File: src/rtl/vpm_pkg.sv
package vpm_pkg;

  localparam int REGS_PER_VP = 4;

  typedef enum logic [1:0] {
    VR_DIR = 2'd0,
    VR_OUT = 2'd1,
    VR_IN  = 2'd2,
    VR_FLG = 2'd3
  } vreg_e;

  function automatic vreg_e reg_of(input logic [1:0] low);
    return vreg_e'(low);
  endfunction

  function automatic int unsigned lane_base(input int unsigned port, input int unsigned width);
    return port * width;
  endfunction

endpackage

File: src/rtl/vpm_map_regs.sv
module vpm_map_regs #(
  parameter int NVP = 4,
  parameter int PW  = 2,
  localparam int VW = $clog2(NVP)
) (
  input  logic              clk,
  input  logic              rst_n,
  input  logic              we,
  input  logic [VW-1:0]     idx,
  input  logic [PW-1:0]     wdata,
  output logic [NVP*PW-1:0] map_flat
);

  for (genvar v = 0; v < NVP; v++) begin : g_slot
    logic [PW-1:0] sel_q;
    always_ff @(posedge clk) begin
      if (!rst_n) begin
        sel_q <= '0;
      end else if (we && (idx == VW'(v))) begin
        sel_q <= wdata;
      end
    end
    assign map_flat[v*PW +: PW] = sel_q;
  end

endmodule

File: src/rtl/vpm_decode.sv
module vpm_decode #(
  parameter int NVP = 4,
  parameter int PW  = 2,
  localparam int VW = $clog2(NVP),
  localparam int AW = VW + 2
) (
  input  logic              win_sel,
  input  logic              win_we,
  input  logic [AW-1:0]     win_addr,
  input  logic [NVP*PW-1:0] map_flat,
  output logic [PW-1:0]     tgt_port,
  output vpm_pkg::vreg_e    reg_sel,
  output logic              rd_en,
  output logic              wr_en
);

  logic [VW-1:0] vp;

  assign vp       = win_addr[AW-1:2];
  assign tgt_port = map_flat[vp*PW +: PW];
  assign reg_sel  = vpm_pkg::reg_of(win_addr[1:0]);
  assign rd_en    = win_sel & ~win_we;
  assign wr_en    = win_sel & win_we;

endmodule

File: src/rtl/vpm_rd_mux.sv
module vpm_rd_mux #(
  parameter int NPORT = 4,
  parameter int DW    = 8,
  localparam int PW   = $clog2(NPORT)
) (
  input  logic                rd_en,
  input  logic [PW-1:0]       tgt_port,
  input  vpm_pkg::vreg_e      reg_sel,
  input  logic [NPORT*DW-1:0] pr_dir,
  input  logic [NPORT*DW-1:0] pr_out,
  input  logic [NPORT*DW-1:0] pr_in,
  input  logic [NPORT*DW-1:0] pr_flg,
  output logic [DW-1:0]       rdata
);

  logic [DW-1:0] lane [NPORT];

  for (genvar p = 0; p < NPORT; p++) begin : g_lane
    always_comb begin
      unique case (reg_sel)
        vpm_pkg::VR_DIR: lane[p] = pr_dir[p*DW +: DW];
        vpm_pkg::VR_OUT: lane[p] = pr_out[p*DW +: DW];
        vpm_pkg::VR_IN:  lane[p] = pr_in[p*DW +: DW];
        default:         lane[p] = pr_flg[p*DW +: DW];
      endcase
    end
  end

  assign rdata = rd_en ? lane[tgt_port] : '0;

endmodule

File: src/rtl/vpm_wr_fwd.sv
module vpm_wr_fwd #(
  parameter int NPORT = 4,
  parameter int DW    = 8,
  localparam int PW   = $clog2(NPORT)
) (
  input  logic             clk,
  input  logic             rst_n,
  input  logic             wr_en,
  input  logic [PW-1:0]    tgt_port,
  input  vpm_pkg::vreg_e   reg_sel,
  input  logic [DW-1:0]    wdata,
  output logic [NPORT-1:0] fw_we,
  output logic [1:0]       fw_reg,
  output logic [DW-1:0]    fw_data
);

  logic [NPORT-1:0] we_nxt;

  for (genvar p = 0; p < NPORT; p++) begin : g_strobe
    assign we_nxt[p] = wr_en && (tgt_port == PW'(p));
  end

  always_ff @(posedge clk) begin
    if (!rst_n) begin
      fw_we   <= '0;
      fw_reg  <= 2'd0;
      fw_data <= '0;
    end else begin
      fw_we <= we_nxt;
      if (wr_en) begin
        fw_reg  <= reg_sel;
        fw_data <= wdata;
      end
    end
  end

endmodule

File: src/rtl/vport_mapper.sv
module vport_mapper #(
  parameter int NVP   = 4,
  parameter int NPORT = 4,
  parameter int DW    = 8,
  localparam int VW   = $clog2(NVP),
  localparam int PW   = $clog2(NPORT),
  localparam int AW   = VW + 2
) (
  input  logic                clk,
  input  logic                rst_n,
  input  logic                win_sel,
  input  logic                win_we,
  input  logic [AW-1:0]       win_addr,
  input  logic [DW-1:0]       win_wdata,
  output logic [DW-1:0]       win_rdata,
  input  logic                map_we,
  input  logic [VW-1:0]       map_idx,
  input  logic [PW-1:0]       map_wdata,
  input  logic [NPORT*DW-1:0] pr_dir,
  input  logic [NPORT*DW-1:0] pr_out,
  input  logic [NPORT*DW-1:0] pr_in,
  input  logic [NPORT*DW-1:0] pr_flg,
  output logic [NPORT-1:0]    fw_we,
  output logic [1:0]          fw_reg,
  output logic [DW-1:0]       fw_data
);

  logic [NVP*PW-1:0] map_flat;
  logic [PW-1:0]     tgt_port;
  vpm_pkg::vreg_e    reg_sel;
  logic              rd_en;
  logic              wr_en;

  vpm_map_regs #(.NVP(NVP), .PW(PW)) u_map (
    .clk(clk), .rst_n(rst_n), .we(map_we), .idx(map_idx),
    .wdata(map_wdata), .map_flat(map_flat)
  );

  vpm_decode #(.NVP(NVP), .PW(PW)) u_dec (
    .win_sel(win_sel), .win_we(win_we), .win_addr(win_addr),
    .map_flat(map_flat), .tgt_port(tgt_port), .reg_sel(reg_sel),
    .rd_en(rd_en), .wr_en(wr_en)
  );

  vpm_rd_mux #(.NPORT(NPORT), .DW(DW)) u_rd (
    .rd_en(rd_en), .tgt_port(tgt_port), .reg_sel(reg_sel),
    .pr_dir(pr_dir), .pr_out(pr_out), .pr_in(pr_in), .pr_flg(pr_flg),
    .rdata(win_rdata)
  );

  vpm_wr_fwd #(.NPORT(NPORT), .DW(DW)) u_wr (
    .clk(clk), .rst_n(rst_n), .wr_en(wr_en), .tgt_port(tgt_port),
    .reg_sel(reg_sel), .wdata(win_wdata),
    .fw_we(fw_we), .fw_reg(fw_reg), .fw_data(fw_data)
  );

endmodule

File: config.mk
export PLATFORM = sky130hd
export DESIGN_NAME = vport_mapper
export DESIGN_NICKNAME = d
export VERILOG_FILES = /design/src/rtl/vpm_pkg.sv /design/src/rtl/vpm_map_regs.sv /design/src/rtl/vpm_decode.sv /design/src/rtl/vpm_rd_mux.sv /design/src/rtl/vpm_wr_fwd.sv /design/src/rtl/vport_mapper.sv
export SDC_FILE = /design/constraint.sdc
export NUM_CORES = 1
export LEC_CHECK = 0
export ABC_CLOCK_PERIOD_IN_PS = 2780
export BUFFER_PORTS_ARGS = -buffer_cell sky130_fd_sc_hd__buf_2
export CAP_MARGIN = 20
export CELL_PAD_IN_SITES_DETAIL_PLACEMENT = 0
export CELL_PAD_IN_SITES_GLOBAL_PLACEMENT = 1
export CORE_MARGIN = 1
export CORE_UTILIZATION = 26
export DETAILED_ROUTE_END_ITERATION = 16
export PLACE_DENSITY = 0.84
export SYNTH_ARGS = -nofsm -noshare
export SYNTH_HDL_FRONTEND = slang
export SYNTH_SLANG_ARGS = --single-unit
File: constraint.sdc
create_clock -name clk -period 2.78 [get_ports clk]
set_input_delay 0.556 -clock clk [delete_from_list [all_inputs] [get_ports clk]]
set_output_delay 0.556 -clock clk [all_outputs]
set_load 0.01 [all_outputs]
Yosys cells after proc, flatten, opt, wreduce, memory -nomap -nowiden:

Index checks and enable logic that the tools add are counted.

* register bits after elaboration: 22
* output and inout port bits: 22
* word-level logic and storage cells: 40

* order comparisons: 1
* equality and inequality tests: 8
* shift operators: 1
* multiplexer cells: 8
* bitwise gates (word level): 4
* reduce and logical (&&, ||, !) cells: 11

Operators with widths (count)
* case mux 8 bit (3 select lines): 4
* 2-to-1 mux 8 bit: 3
* binary-select mux 8 bit (select 2 bit): 1
* equality test 2 bit, second input constant: 5
* logical AND 1 bit: 8
* variable part select 8 x 4 -> 2 bit: 1
* equality test 2 x 1 -> 1 bit, second input constant: 3
* logical NOT 2 bit: 3
* >= comparator 3 bit, second input constant: 1
* NOT 2 -> 3 bit: 1
* AND 1 bit: 2
* NOT 1 bit: 1

Longest topological paths before layout:

* word-level depth: 6
* depth in mapped cells: 5
* depth with buffers taken out: 3

Cells and area by module:

From an unflattened synthesis, not the netlist that was laid out.

* cells, all modules: 199
* area, all modules: 2011.9 sq um

By module, submodules not included
* vpm_rd_mux: times used 1, cells an instance 119, area each 1122.3 sq um
* vpm_wr_fwd: times used 1, cells an instance 43, area each 488.0 sq um
* vpm_map_regs: times used 1, cells an instance 31, area each 321.6 sq um
* vpm_decode: times used 1, cells an instance 6, area each 80.1 sq um

Least setup slack after synthesis:

No wires, ideal clock.

* path type: input to output
* from: input win_addr[2]
* to: output win_rdata[0]
* arrival time: 1.809 ns
* path slack: 0.415 ns
* stages: 4
* cell sequence: mux4_2 or3b_1 buf_6 o22ai_1

* word-level cells in the longest chain between the ends: 6

RTL lines
* from (decl): RTL line vport_mapper.sv:13 `input logic [AW-1:0] win_addr,`
* variable part select 8 x 4 -> 2 bit: RTL line vpm_decode.sv:20 `assign tgt_port = map_flat[vp*PW +: PW];`
* NOT 2 -> 3 bit (implied by the code): RTL line vpm_rd_mux.sv:29 `assign rdata = rd_en ? lane[tgt_port] : '0;`
* binary-select mux 8 bit (select 2 bit): RTL line vpm_rd_mux.sv:29
* 2-to-1 mux 8 bit (implied by the code) (2 in a row): RTL line vpm_rd_mux.sv:29
* 2-to-1 mux 8 bit: RTL line vpm_rd_mux.sv:29
* to (decl): RTL line vport_mapper.sv:15 `output logic [DW-1:0] win_rdata,`

Every way passes these cells. The select of a mux whose other input is x is not followed.

Final worst setup path:

* from: input win_addr[2]
* to: output win_rdata[2]

The elaborated chain is that of the path after synthesis.

==> results by group <==
Drt
  • Drt via density: 4.77
  • DR vias: 1980
  • Detail Route Antenna Nets: 0
  • Count of TritonRoute iterations in the first routing pass: 4
  • Drc violations: 0
  • Per-cell routed wire length: 15.4 um
  • Wire length after detailed routing: 6400 um
  • Initial detailed-routing violation count: 44

Cells and area
  • Biggest regs: u_map.g_slot.sel_q: 8 flops, u_wr.fw_data: 8 flops, u_wr.fw_we: 4 flops
  • Antenna cell count: 0
  • Total Nets Final: 469
  • Area overhead of the layout relative to synthesis: 55.9%
  • Share of layout cells above drive strength 1: 0.668

STA
  • Unrepaired setup endpoints after global routing: false
  • Worst hold slack after final layout: 0.450 ns
  • Maximum operating frequency: 0.387 GHz
  • TNS Setup: 0 ns
  • Final critical-path share of the clock period: 0.930
  • Clk_skew: 0.000376 ns
  • Total setup violations reported at the end of the flow: 0
  • Transition time at the pin with the least slew margin: 0.464 ns
  • Number of endpoints with negative hold slack in the final report: 0
  • Max-Slew Margin vs Limit: 0.691
  • Post-layout minimum cycle time: 2.59 ns
  • Number of max-slew violations in the final report: 0

GRT
  • Initial antenna violation count: 0
  • Global routing usage summed across all routing layers: 0.163
  • Remaining global-route overflow: 0
  • Largest net degree at the start of global routing: 34
  • Via count of the first global-routing pass: 1951
  • Wire length of the first global-routing pass: 9480 um

Die
  • Total number of placement rows: 30
  • Placeable Area: 0.00687 mm2
  • DIE AREA: 0.00749 mm2
  • Effective utilization at floorplan: 0.271
  • Height of the die: 86.6 um
  • Die boundary width: 86.6 um
  • Top-Level Pins: 171

Clocking
  • Worst-path clk slew: 0.08 ns
  • Number of sinks on the clock net: 22
  • TritonCTS clock tree: done
  • CTS H-Tree Depth: 1
  • Longest Clk Path Bufs: 2
  • Cell chosen for the clock root: clkbuf_8
  • Skew-Pair Late Insertion Delay: 0.26 ns
  • Buffer count from post-CTS setup fixing: 0
  • Number of CTS-inserted buffers: 3

Worst setup path
  • Critical path capture point type: output port
  • Cell at the slowest stage of the critical path: mux4_2
  • Critical path type: in -> out
  • Launch instance of the worst register-to-register path: u_map.g_slot[2].sel_q[0]$_SDFFE_PN0P_
  • Critical path's most frequent cell: buf_2
  • Critical path peak fanout: 8
  • Setup slack of the worst register-to-register path: 1.52 ns
  • Cell chain of the critical path: buf_2, mux4_2, or3b_4, o22ai_1, buf_2
  • Critical Path RT: 2.22 ns
  • CP Launch Type: input pin
  • Max incr delay on CP: 0.53 ns
  • Signal arrival time at the worst endpoint: 2.03 ns
  • Worst reg2reg endpoint: u_wr.fw_we[3]$_SDFF_PN0_
  • Worst-case reg-to-reg path depth: 4

Yosys
  • Synthesized net count: 304
  • Adder-cell share of the synthesized area: 0
  • Mapped Cells: 155
  • Synthesis Warnings: 0
  • Register area share after synthesis: 0.237
  • Post-synthesis share of cell area spent on and, or, nand and nor gates: 0.111
  • Synthesized cell area: 0.00186 mm2
  • Largest family of logic cells by synthesized area: multiplexers
  • Flip-flop and latch count after synthesis: 22
  • Compound-Gate Fraction of Synth Area: 0.0673
  • Share of cell area taken by muxes after synthesis: 0.543
  • Xor/xnor cell area share of the yosys netlist: 0
  • Count of distinct cell types in the synthesized netlist: 18
  • Average instance area after synthesis: 12.0 um2

Power
  • Static power due to leakage: 1.36 nW
  • Peak supply drop: 286 uV
  • Power per cell area: 330 mW/mm2

Placement
  • Half-perimeter wire length after detailed placement: 5430 um
  • Global placer's final weighted congestion: 0.735
  • Number of input and output port buffers inserted: 170

Worst hold path
  • Hold-critical path endpoint: u_wr.fw_data[3]$_SDFFE_PN0P_
  • Hold path depth: 2
  • Min-Delay Startpoint: u_wr.fw_data[3]$_SDFFE_PN0P_
  • Path type of the worst min-delay path: reg -> reg

Run
  • Total of max-cap violations: 0

Outcome
  • Outcome: completed
## metrics by stage
| stage | total power [mW] | util | setup slack, ns | instance area, um2 | instances |
|---|---|---|---|---|---|
| floorplan | 0.515 | - | 0.415 | 1860 | 155 |
| global placement | 0.662 | 0.411 | 0.112 | 2820 | 411 |
| detailed placement | 0.670 | 0.411 | 0.0877 | 2820 | 411 |
| CTS | 0.966 | 0.421 | 0.0872 | 2900 | 415 |
| global route | 1.01 | 0.422 | 0.109 | 2900 | 415 |
| finish | 0.956 | 0.422 | 0.194 | 2900 | 415 |
## what timing repair did
action | 4_1_cts | 5_1_grt
resized for setup | 0 | 1
endpoints found under the setup margin | 0 | 1
hold buffers | 0 | 0
## power breakdown
part	switching (mW)	total, mW	internal (mW)	leakage, nW
Clock	0.103	0.296	0.192	0.0357
Sequential	0.00528	0.332	0.326	0.179
Combinational	0.129	0.329	0.200	1.14
Total	0.237	0.956	0.718	1.36
## kinds of logic after synthesis
| logic type | Yosys count |
|---|---|
| flip-flops | 22 |
| buffers and inverters | 15 |
| AO/OA/AOI/OAI | 18 |
| AND/OR/NAND/NOR | 42 |
| multiplexers | 58 |
## final cells by class
type,count,area (um2)
fill,719,3970
multi-input combinational,118,1340
timing repair buffer,174,918
sequential,22,440
tap,96,120
clock buffer,3,41.3
clock inverter,1,30.0
inverter,1,3.75
## worst max path at each step
stage,from,end,slack [ns],depth (start not counted)
after floorplan,win_addr[2],win_rdata[0],0.42,4
after global placement,win_addr[2],win_rdata[3],0.11,5
after detailed placement,win_addr[2],win_rdata[2],0.09,5
after CTS,win_addr[2],win_rdata[2],0.09,5
after global routing,win_addr[2],win_rdata[5],0.11,5
final,win_addr[2],win_rdata[2],0.19,5
## per-layer routing
layer	up-vias	track usage	wire length (um)
li1	941	-	-
met1	954	0.220	2760
met2	83	0.281	3260
met3	2	0.0305	352
met4	0	0.0197	19
met5	-	0	0
## synth_stat cells, drive strengths merged
| library cell | n | area share |
|---|---|---|
| mux2i | 24 | 0.13 |
| nand3 | 2 | 0.0054 |
| dfxtp | 22 | 0.24 |
| and2 | 1 | 0.0034 |
| clkbuf | 7 | 0.014 |
| a21boi | 10 | 0.040 |
| nand2 | 21 | 0.042 |
| or3b | 1 | 0.0047 |
| buf | 7 | 0.026 |
| nor3b | 1 | 0.0040 |
| o22ai | 8 | 0.027 |
| nor2b | 8 | 0.027 |
| nor2 | 4 | 0.0081 |
| mux4 | 34 | 0.41 |
| inv | 1 | 0.0020 |
| nand3b | 4 | 0.016 |
## layout by cell type, fill, tap and decap left out
master,n
a21boi_1,10
and2_1,1
buf_12,3
buf_2,170
buf_4,1
bufinv_16,1
clkbuf_8,3
dfxtp_1,22
inv_2,1
mux2i_1,24
mux4_1,1
mux4_2,33
nand2_1,21
nand3_1,2
nand3b_1,4
nor2_1,4
nor2b_1,8
nor3b_1,1
o22ai_1,8
or3b_4,1
## worst max-delay path: cells and delay by family
family / cells / cell delay, ns
multiplexers: 1 / 0.53
AND/OR/NAND/NOR: 1 / 0.46
buffers and inverters: 2 / 0.28
AO/OA/AOI/OAI: 1 / 0.19
Note: power is estimated with default switching activity, not from simulation.
